`config.mk`:
```
export PLATFORM = sky130hd
export DESIGN_NAME = i2c10_slave_rx
export DESIGN_NICKNAME = d
export VERILOG_FILES = /design/src/rtl/i2c10_pkg.sv /design/src/rtl/i2c10_sync.sv /design/src/rtl/i2c10_bus_fsm.sv /design/src/rtl/i2c10_flags.sv /design/src/rtl/i2c10_slave_rx.sv
export SDC_FILE = /design/constraint.sdc
export NUM_CORES = 1
export LEC_CHECK = 0
export ABC_AREA = 1
export ABC_CLOCK_PERIOD_IN_PS = 4650
export BUFFER_PORTS_ARGS = -buffer_cell sky130_fd_sc_hd__buf_2
export CAP_MARGIN = 20
export CORE_MARGIN = 2
export CORE_UTILIZATION = 59
export DETAILED_ROUTE_END_ITERATION = 16
export PLACE_DENSITY = 0.95
export SYNTH_ARGS = -nofsm -noshare
export SYNTH_HDL_FRONTEND = slang
export SYNTH_SLANG_ARGS = --single-unit
export TNS_END_PERCENT = 5
```
`constraint.sdc`:
```
create_clock -name clk -period 4.65 [get_ports clk]
set_input_delay 1.1625 -clock clk [delete_from_list [all_inputs] [get_ports clk]]
set_output_delay 1.1625 -clock clk [all_outputs]
set_load 0.01 [all_outputs]
```
`src/rtl/i2c10_pkg.sv`:
```
package i2c10_pkg;
    localparam int BYTE_W = 8;
    localparam int ADDR_W = 10;
    localparam logic [4:0] TEN_BIT_PREFIX = 5'b11110;

    typedef enum logic [2:0] {
        ST_IDLE,
        ST_ADDR_HI,
        ST_ACK_HI,
        ST_ADDR_LO,
        ST_ACK_LO,
        ST_DATA,
        ST_ACK_DATA
    } bus_state_e;
endpackage

```
`src/rtl/i2c10_sync.sv`:
```
module i2c10_sync #(
    parameter int STAGES = 2
) (
    input  logic clk,
    input  logic rst_n,
    input  logic scl_in,
    input  logic sda_in,
    output logic scl_level,
    output logic sda_level,
    output logic scl_rise,
    output logic scl_fall,
    output logic start_evt,
    output logic stop_evt
);
    localparam int NLINES = 2;

    typedef struct packed {
        logic [NLINES-1:0][STAGES-1:0] chain;
        logic [NLINES-1:0]             prev;
    } sync_t;

    sync_t q, d;
    logic [NLINES-1:0] raw;
    logic [NLINES-1:0] lvl;

    assign raw = {sda_in, scl_in};

    genvar g;
    generate
        for (g = 0; g < NLINES; g++) begin : g_line
            assign lvl[g] = q.chain[g][STAGES-1];
        end
    endgenerate

    always_comb begin
        d = q;
        for (int i = 0; i < NLINES; i++) begin
            d.chain[i] = {q.chain[i][STAGES-2:0], raw[i]};
            d.prev[i]  = lvl[i];
        end
    end

    always_ff @(posedge clk or negedge rst_n) begin
        if (!rst_n) q <= '1;
        else        q <= d;
    end

    assign scl_level = lvl[0];
    assign sda_level = lvl[1];
    assign scl_rise  = lvl[0] & ~q.prev[0];
    assign scl_fall  = ~lvl[0] & q.prev[0];
    assign start_evt = lvl[0] & q.prev[0] & q.prev[1] & ~lvl[1];
    assign stop_evt  = lvl[0] & q.prev[0] & ~q.prev[1] & lvl[1];
endmodule

```
`src/rtl/i2c10_bus_fsm.sv`:
```
module i2c10_bus_fsm
    import i2c10_pkg::*;
(
    input  logic                clk,
    input  logic                rst_n,
    input  logic                enable,
    input  logic                gcall_en,
    input  logic [ADDR_W-1:0]   addr,
    input  logic                nak,
    input  logic                sda_level,
    input  logic                scl_rise,
    input  logic                scl_fall,
    input  logic                start_evt,
    input  logic                stop_evt,
    output logic                sda_oe,
    output logic                addr_hit,
    output logic                rx_valid,
    output logic [BYTE_W-1:0]   rx_byte
);
    localparam int CNT_W = $clog2(BYTE_W + 1);
    localparam logic [CNT_W-1:0] FULL = CNT_W'(BYTE_W);

    typedef struct packed {
        bus_state_e         state;
        logic [CNT_W-1:0]   bitcnt;
        logic [BYTE_W-1:0]  shreg;
        logic               oe;
        logic               to_data;
    } fsm_t;

    fsm_t q, d;
    logic [BYTE_W-1:0] hi_pattern;

    assign hi_pattern = {TEN_BIT_PREFIX, addr[ADDR_W-1:BYTE_W], 1'b0};

    always_comb begin
        d        = q;
        addr_hit = 1'b0;
        rx_valid = 1'b0;
        if (!enable) begin
            d.state  = ST_IDLE;
            d.oe     = 1'b0;
            d.bitcnt = '0;
        end else if (start_evt) begin
            d.state   = ST_ADDR_HI;
            d.oe      = 1'b0;
            d.bitcnt  = '0;
            d.to_data = 1'b0;
        end else if (stop_evt) begin
            d.state  = ST_IDLE;
            d.oe     = 1'b0;
            d.bitcnt = '0;
        end else begin
            unique case (q.state)
                ST_ADDR_HI, ST_ADDR_LO, ST_DATA: begin
                    if (scl_rise && q.bitcnt != FULL) begin
                        d.shreg  = {q.shreg[BYTE_W-2:0], sda_level};
                        d.bitcnt = q.bitcnt + CNT_W'(1);
                    end else if (scl_fall && q.bitcnt == FULL) begin
                        d.bitcnt = '0;
                        if (q.state == ST_ADDR_HI) begin
                            if (q.shreg == hi_pattern) begin
                                d.state   = ST_ACK_HI;
                                d.oe      = 1'b1;
                                d.to_data = 1'b0;
                            end else if (gcall_en && q.shreg == '0) begin
                                d.state   = ST_ACK_HI;
                                d.oe      = 1'b1;
                                d.to_data = 1'b1;
                                addr_hit  = 1'b1;
                            end else begin
                                d.state = ST_IDLE;
                            end
                        end else if (q.state == ST_ADDR_LO) begin
                            if (q.shreg == addr[BYTE_W-1:0]) begin
                                d.state  = ST_ACK_LO;
                                d.oe     = 1'b1;
                                addr_hit = 1'b1;
                            end else begin
                                d.state = ST_IDLE;
                            end
                        end else begin
                            rx_valid = 1'b1;
                            d.state  = ST_ACK_DATA;
                            d.oe     = ~nak;
                        end
                    end
                end
                ST_ACK_HI, ST_ACK_LO, ST_ACK_DATA: begin
                    if (scl_fall) begin
                        d.oe = 1'b0;
                        if (q.state == ST_ACK_HI && !q.to_data) d.state = ST_ADDR_LO;
                        else                                    d.state = ST_DATA;
                    end
                end
                default: ;
            endcase
        end
    end

    always_ff @(posedge clk or negedge rst_n) begin
        if (!rst_n) begin
            q.state   <= ST_IDLE;
            q.bitcnt  <= '0;
            q.shreg   <= '0;
            q.oe      <= 1'b0;
            q.to_data <= 1'b0;
        end else begin
            q <= d;
        end
    end

    assign sda_oe  = q.oe;
    assign rx_byte = q.shreg;


    disabled_quiet_chk: assert property (@(posedge clk) disable iff (!rst_n)
        !enable |=> !sda_oe);

    drive_on_fall_chk: assert property (@(posedge clk) disable iff (!rst_n)
        $rose(sda_oe) |-> $past(scl_fall));

    release_on_fall_chk: assert property (@(posedge clk) disable iff (!rst_n)
        $fell(sda_oe) |-> $past(scl_fall || start_evt || stop_evt || !enable));

    stop_idles_chk: assert property (@(posedge clk) disable iff (!rst_n)
        (stop_evt && enable) |=> (q.state == ST_IDLE));
endmodule

```
`src/rtl/i2c10_flags.sv`:
```
module i2c10_flags
    import i2c10_pkg::*;
(
    input  logic              clk,
    input  logic              rst_n,
    input  logic              addr_hit,
    input  logic              rx_valid,
    input  logic [BYTE_W-1:0] rx_byte,
    input  logic              stat_rd,
    input  logic              data_rd,
    output logic              addr_match,
    output logic              dir,
    output logic              rx_ready,
    output logic              overrun,
    output logic [BYTE_W-1:0] data,
    output logic              irq
);
    typedef struct packed {
        logic              addr_match;
        logic              dir;
        logic              rx_ready;
        logic              overrun;
        logic [BYTE_W-1:0] data;
    } flags_t;

    flags_t q, d;

    always_comb begin
        d = q;
        if (addr_hit)     d.addr_match = 1'b1;
        else if (stat_rd) d.addr_match = 1'b0;
        if (addr_hit)     d.dir = 1'b0;
        if (rx_valid)     d.rx_ready = 1'b1;
        else if (data_rd) d.rx_ready = 1'b0;
        if (rx_valid && q.rx_ready && !data_rd) d.overrun = 1'b1;
        else if (stat_rd)                       d.overrun = 1'b0;
        if (rx_valid)     d.data = rx_byte;
    end

    always_ff @(posedge clk or negedge rst_n) begin
        if (!rst_n) q <= '0;
        else        q <= d;
    end

    assign addr_match = q.addr_match;
    assign dir        = q.dir;
    assign rx_ready   = q.rx_ready;
    assign overrun    = q.overrun;
    assign data       = q.data;
    assign irq        = q.addr_match | q.rx_ready | q.overrun;


    hit_sets_flag_chk: assert property (@(posedge clk) disable iff (!rst_n)
        addr_hit |=> addr_match);

    read_clears_flag_chk: assert property (@(posedge clk) disable iff (!rst_n)
        (stat_rd && !addr_hit) |=> !addr_match);

    byte_sets_ready_chk: assert property (@(posedge clk) disable iff (!rst_n)
        rx_valid |=> (rx_ready && data == $past(rx_byte)));

    overrun_sets_chk: assert property (@(posedge clk) disable iff (!rst_n)
        (rx_valid && rx_ready && !data_rd) |=> overrun);
endmodule

```
`src/rtl/i2c10_slave_rx.sv`:
```
module i2c10_slave_rx
    import i2c10_pkg::*;
#(
    parameter int SYNC_STAGES = 2
) (
    input  logic              clk,
    input  logic              rst_n,
    input  logic              scl_in,
    input  logic              sda_in,
    output logic              sda_oe,
    input  logic              cfg_enable,
    input  logic              cfg_gcall_en,
    input  logic [ADDR_W-1:0] cfg_addr,
    input  logic              cfg_nak,
    input  logic              stat_rd,
    input  logic              data_rd,
    output logic              stat_addr_match,
    output logic              stat_dir,
    output logic              stat_rx_ready,
    output logic              stat_overrun,
    output logic [BYTE_W-1:0] rx_data,
    output logic              irq
);
    logic scl_level, sda_level, scl_rise, scl_fall, start_evt, stop_evt;
    logic addr_hit, rx_valid;
    logic [BYTE_W-1:0] rx_byte;

    i2c10_sync #(.STAGES(SYNC_STAGES)) u_sync (
        .clk       (clk),
        .rst_n     (rst_n),
        .scl_in    (scl_in),
        .sda_in    (sda_in),
        .scl_level (scl_level),
        .sda_level (sda_level),
        .scl_rise  (scl_rise),
        .scl_fall  (scl_fall),
        .start_evt (start_evt),
        .stop_evt  (stop_evt)
    );

    i2c10_bus_fsm u_fsm (
        .clk       (clk),
        .rst_n     (rst_n),
        .enable    (cfg_enable),
        .gcall_en  (cfg_gcall_en),
        .addr      (cfg_addr),
        .nak       (cfg_nak),
        .sda_level (sda_level),
        .scl_rise  (scl_rise),
        .scl_fall  (scl_fall),
        .start_evt (start_evt),
        .stop_evt  (stop_evt),
        .sda_oe    (sda_oe),
        .addr_hit  (addr_hit),
        .rx_valid  (rx_valid),
        .rx_byte   (rx_byte)
    );

    i2c10_flags u_flags (
        .clk        (clk),
        .rst_n      (rst_n),
        .addr_hit   (addr_hit),
        .rx_valid   (rx_valid),
        .rx_byte    (rx_byte),
        .stat_rd    (stat_rd),
        .data_rd    (data_rd),
        .addr_match (stat_addr_match),
        .dir        (stat_dir),
        .rx_ready   (stat_rx_ready),
        .overrun    (stat_overrun),
        .data       (rx_data),
        .irq        (irq)
    );


    oe_only_when_scl_low_edge_chk: assert property (@(posedge clk) disable iff (!rst_n)
        $rose(sda_oe) |-> !scl_level);
endmodule

```
Word level (Yosys, flattened, before mapping):

Index checks and enable logic that the tools add are counted.
Widths: inputs -> output; s select.

* bits in registers: 34
* input port bits: 19
* output and inout bits: 14

* add/subtract/negate cells: 1
* equality and inequality tests: 20
* multiplexer cells: 55
* bitwise logic cells: 16
* reductions and logical operators: 23

Operators with widths (count)
* $mux 1: 33
* $mux 7: 4
* $mux 3: 7
* $eq 8x8->1: 2
* $mux 12: 1
* $mux 2: 6
* $reduce_bool 2->1: 6
* $ne 5x1->1 const B: 2
* $ne 5x4->1 const B: 2
* $eq 3x3->1 const B: 3
* $logic_not 8->1: 1
* $mux 8: 1
* $and 1x1->1: 7
* $ne 7x6->1 const B: 1
* $ne 7x7->1 const B: 1
* $not 1->1: 7
* $reduce_and 7->1: 1
* $eq 3x2->1 const B: 2
* $logic_and 1x1->1: 6
* $pmux 3 s2: 1
* $reduce_and 6->1: 1
* $reduce_or 3->1: 2
* $ne 5x5->1 const B: 1
* $reduce_and 5->1: 1
* other kinds (13): 16

Logic depth before layout (Yosys ltp):

* word-level depth: 12
* gate-level depth with buffers: 11
* depth with buffers taken out: 11

Cells and area by module:

Synthesis repeated with hierarchy kept, for this count alone.

* cells, all modules: 253
* area, all modules: 1940.6 µm²

By module, submodules not included
* i2c10_bus_fsm: instances 1, cells an instance 186, area each 1303.8 µm², sequential area each 425.4 µm²
* i2c10_flags: instances 1, cells an instance 50, area each 437.9 µm², sequential area each 275.3 µm²
* i2c10_sync: instances 1, cells an instance 17, area each 198.9 µm², sequential area each 157.7 µm²

Worst setup path before layout:

No wires, ideal clock.

* kind: input port to flip-flop
* start: in cfg_enable
* end: reg u_flags.q (netlist bit u_flags.data[6])
* library setup time: 0.118 ns
* arrival: 1.870 ns
* data required time: 4.532 ns
* setup slack: 2.662 ns
* stages on the path: 6
* cells stage by stage: inv_1 -> nor2_2 -> nand3_2 -> buf_6 -> nand2_1 -> o21ai_2

* cells in the longest elaborated chain, start to end: 1

RTL lines
* start: declaration: line i2c10_slave_rx.sv:11 `input logic cfg_enable,`
* $mux 1: line i2c10_bus_fsm.sv:40 `if (!enable) begin`
* end signal: assignment: line i2c10_flags.sv:41 `if (!rst_n) q <= '0;`
* end signal: assignment: line i2c10_flags.sv:42 `else q <= d;`
* end: declaration: line i2c10_flags.sv:26 `flags_t q, d;`

No other way between the ends.
A chain may end at the register's enable or synchronous reset.

Worst setup path after layout:

* start: reg u_flags.q (netlist bit u_flags.rx_ready)
* end: out irq

* cells in the longest elaborated chain, start to end: 2

RTL lines
* $or 1x1->1 (2 in series): line i2c10_flags.sv:50 `assign irq = q.addr_match | q.rx_ready | q.overrun;`
* end: declaration: line i2c10_slave_rx.sv:22 `output logic irq`

No other way between the ends.

==> qor.csv <==
stage;metric;value;unit
layout;nNetsFinal;284;
yosys;ys_warn_count;0;
yosys;synth-seq-area-share;46.4;%
setup_path;cp_num_buf_inv;2;
global_routing;grt_start_max_net_pins;35;
routing;wl;3610;um
routing;ant_nets;0;
sta;slew_headroom;52.8;%
floorplanning;die-area;3600;sq um
placed_design;gp_congestion;0.919;
placed_design;place_hpwl;2810;um
yosys;netlist_area;1850;sq um
yosys;netlist.area_leader.share;37.8;%
power;leakagePower;1.08;nW
yosys;syn_avg_cell_area;8.12;sq um
worst_hold_path;min_path_cells;0;
clock_tree;holdBufCountCts;0;
layout;nFillCells;258;
sta;period_needed;2.18;ns
routing;drtPass1Iterations;4;
yosys;synth-compound-area-share;12.0;%
yosys;ys_top_cells_by_area;dfrtp_1, nand2_1, dfstp_2, inv_1, o21ai_2;
yosys;synth_cell_type_count;30;
sta;fmax;459;MHz
setup_path;cp-start-kind;register;
setup_path;r2r_cells;8;
yosys;synth_xor_area_share;4.26;%
global_routing;grt_pass1_vias;1393;
floorplanning;dieWidth;60.0;um
yosys;syn_inst;228;
sta;finClkSkew;0.00587;ns
placed_design;io_buffers;31;
setup_path;cp_slowest_cell;dfrtp_1;
sta;rsz0062_at_grt;false;
floorplanning;rows;20;
yosys;synth-simple-area-share;28.3;%
clock_tree;cts_resized;0;
worst_hold_path;hp-start;u_sync.d[3];
yosys;synth-seq-cells;34;
clock_tree;cts_max_level;2;
clock_tree;cts-root-buf;clkbuf_4;
global_routing;grt_antenna_before_repair;0;
setup_path;path_class;reg2out;
clock_tree;cts_sinks;34;
setup_path;path_delay_family;flip-flops;
floorplanning;initial_core_util;61.2;%
setup_path;critical_path.cell_chain;inv_1, nand3_1, buf_2;
setup_path;r2r-end;u_flags.overrun;
setup_path;crit_required;3.49;ns
global_routing;gr-total-overflow;0;
sta;fin_ws;2.47;ns
layout;diodes;0;
layout;final_area;2100;sq um
sta;hold_viol;0;
worst_hold_path;min_to;u_sync.scl_level;
global_routing;grt_pass1_wl;5940;um
routing;dr.first_iter.drc_count;75;
setup_path;critical_path_peak_fanout;3;
floorplanning;io_pins;33;
clock_tree;clk_pin_slew_worst_paths;0.10;ns
floorplanning;die_h;60.0;um
placed_design;dp_cells;300;
setup_path;reg2reg_from;u_fsm.q[10];
routing;vias;1598;
sta;worst_pin_slew;0.709;ns
power;power_density;437;nW/um^2
run_status;status;finished, final reports clean;
layout;drive_gt1_share;26.5;%
yosys;synth_top_family_by_area;simple AND/OR/NAND/NOR gates;
yosys;muxShareOfSynthArea;0;%
layout;area_delta_synth_final;13.2;%
clock_tree;cts.path.max_buffers;2;
clock_tree;post_cts_buffers;0;
run;max-cap-violations;0;
yosys;synth.net_count;249;
layout;stdcell_count;308;
yosys;synth_adder_area_share;1.35;%
routing;via_per_inst;5.19;
setup_path;crit_arrival;1.01;ns
routing;post_drt_wl_per_cell;11.7;um
floorplanning;design.core.area;3030;sq um
setup_path;slowest_delay;0.38;ns
placed_design;dp_slack;2.25;ns
sta;period_share;46.8;%
sta;slew_viol_final;0;
sta;final-setup-viol-count;0;
clock_tree;clock_latency;0.33;ns
setup_path;rrSetupSlack;2.79;ns
yosys;yosysTopAreaCell;dfrtp_1;
placed_design;placed_cell_area;2030;sq um
setup_path;worstSetupEndpointType;output pin;
global_routing;track_usage;22.3;%
power;irDropWorstVdd;0.274;mV
clock_tree;cts_buffers;5;
clock_tree;cts_tree;yes;
sta;tns;0;ns
worst_hold_path;hp-class;reg2reg;
routing;drc;0;
==> cells in the final DEF (no fill, tap or decap), types with 2 or more instances in the layout <==
master and instances:
nand2_1 63, o21ai_0 11, dfrtp_1 28, ha_1 2
o41ai_1 3, clkbuf_4 5, nand2_2 2, inv_1 26
buf_2 31, xnor2_1 8, nor3_1 2, o21ai_1 3
nor2_1 23, nand4_1 4, nor2_4 2, inv_2 3
nand3_2 2, dfstp_2 6, nor2_2 4, nand3_1 13
nand3b_1 2, o21ai_2 10
==> state kept, by name, indices dropped and copies added, names as in the netlist <==
register	flops
u_flags.addr_match	1
u_flags.data	8
u_flags.overrun	1
u_flags.rx_ready	1
u_fsm.q	8
u_fsm.rx_byte	8
u_fsm.sda_oe	1
u_sync.d	2
u_sync.q	2
u_sync.scl_level	1
u_sync.sda_level	1
==> per-layer routing <==
metal  share of wire [%]  track usage [%]  up-vias
met5                   0                0        -
met4                 1.7             6.98        0
met3                 5.3             5.19        6
met2                  48             37.6       54
met1                  45             28.3      732
li1                    -                -      806
==> through the flow <==
| step | total power, mW | utilization (%) | hold WS, ns |
|---|---|---|---|
| after global placement | 0.730 | 67.1 | 0.345 |
| after detailed placement | 0.744 | 67.1 | 0.351 |
| after floorplan | 0.660 | - | 0.345 |
| final | 0.915 | 69.2 | 0.365 |
| after global routing | 0.981 | 69.2 | 0.372 |
| after CTS | 0.918 | 69.2 | 0.365 |
==> cells in the mapped netlist <==
library cell and instances:
a21oi_1 1, a21oi_2 1, buf_4 1, buf_6 2, conb_1 1, dfrtp_1 28
dfstp_2 6, ha_1 2, inv_1 26, inv_2 3, nand2_1 63, nand2_2 2
nand3_1 13, nand3_2 2, nand3b_1 2, nand4_1 4, nor2_1 23, nor2_2 4
nor2_4 2, nor3_1 2, o2111ai_1 1, o21ai_0 11, o21ai_1 3, o21ai_2 10
o31ai_1 1, o32ai_1 1, o41ai_1 3, or2_2 1, xnor2_1 8, xor2_1 1
==> final cells by class <==
class	count	area (sq um)	area share, %
clock buffers	6	51.3	2.45
clock inverters	2	12.5	0.597
inverters	29	109	5.19
multi-input cells	162	855	40.8
flip-flops and latches	34	858	41.0
well taps	44	55.1	2.63
repair buffers	31	155	7.40
==> how the worst max path moves through the flow <==
stage	slack, ns	end	cells after the start	startpoint
global route	2.40	irq	3	u_flags.rx_ready
CTS	2.46	irq	3	u_flags.rx_ready
floorplan	2.66	u_flags.data[6]	6	cfg_enable
global placement	2.30	u_flags.overrun	5	cfg_enable
detailed placement	2.25	u_flags.overrun	5	cfg_enable
finish	2.47	irq	3	u_flags.rx_ready
==> power breakdown <==
group / internal [mW] / leakage (nW) / switching, mW
logic: 0.116 / 0.614 / 0.209
registers: 0.352 / 0.435 / 0.0667
clock network: 0.0726 / 0.0343 / 0.0989
==> worst register-to-register path, stage by stage, from the launching register on <==
cell     delay (ns)
dfrtp_1        0.44
inv_1          0.08
ha_1           0.17
nand2_1        0.06
nor2_1         0.09
nand2_1        0.09
nor2_1         0.13
nand3_2        0.34
o32ai_1        0.35
==> logic make-up after synthesis <==
| kind of cell | count (synthesis) |
|---|---|
| AND/OR/NAND/NOR | 118 |
| flip-flops | 34 |
| AO/OA/AOI/OAI | 32 |
| buffers and inverters | 32 |
| XOR/XNOR | 9 |
| adder cells (fa/ha/maj) | 2 |
| other | 1 |
No activity file was read; power rests on OpenSTA's default activity.
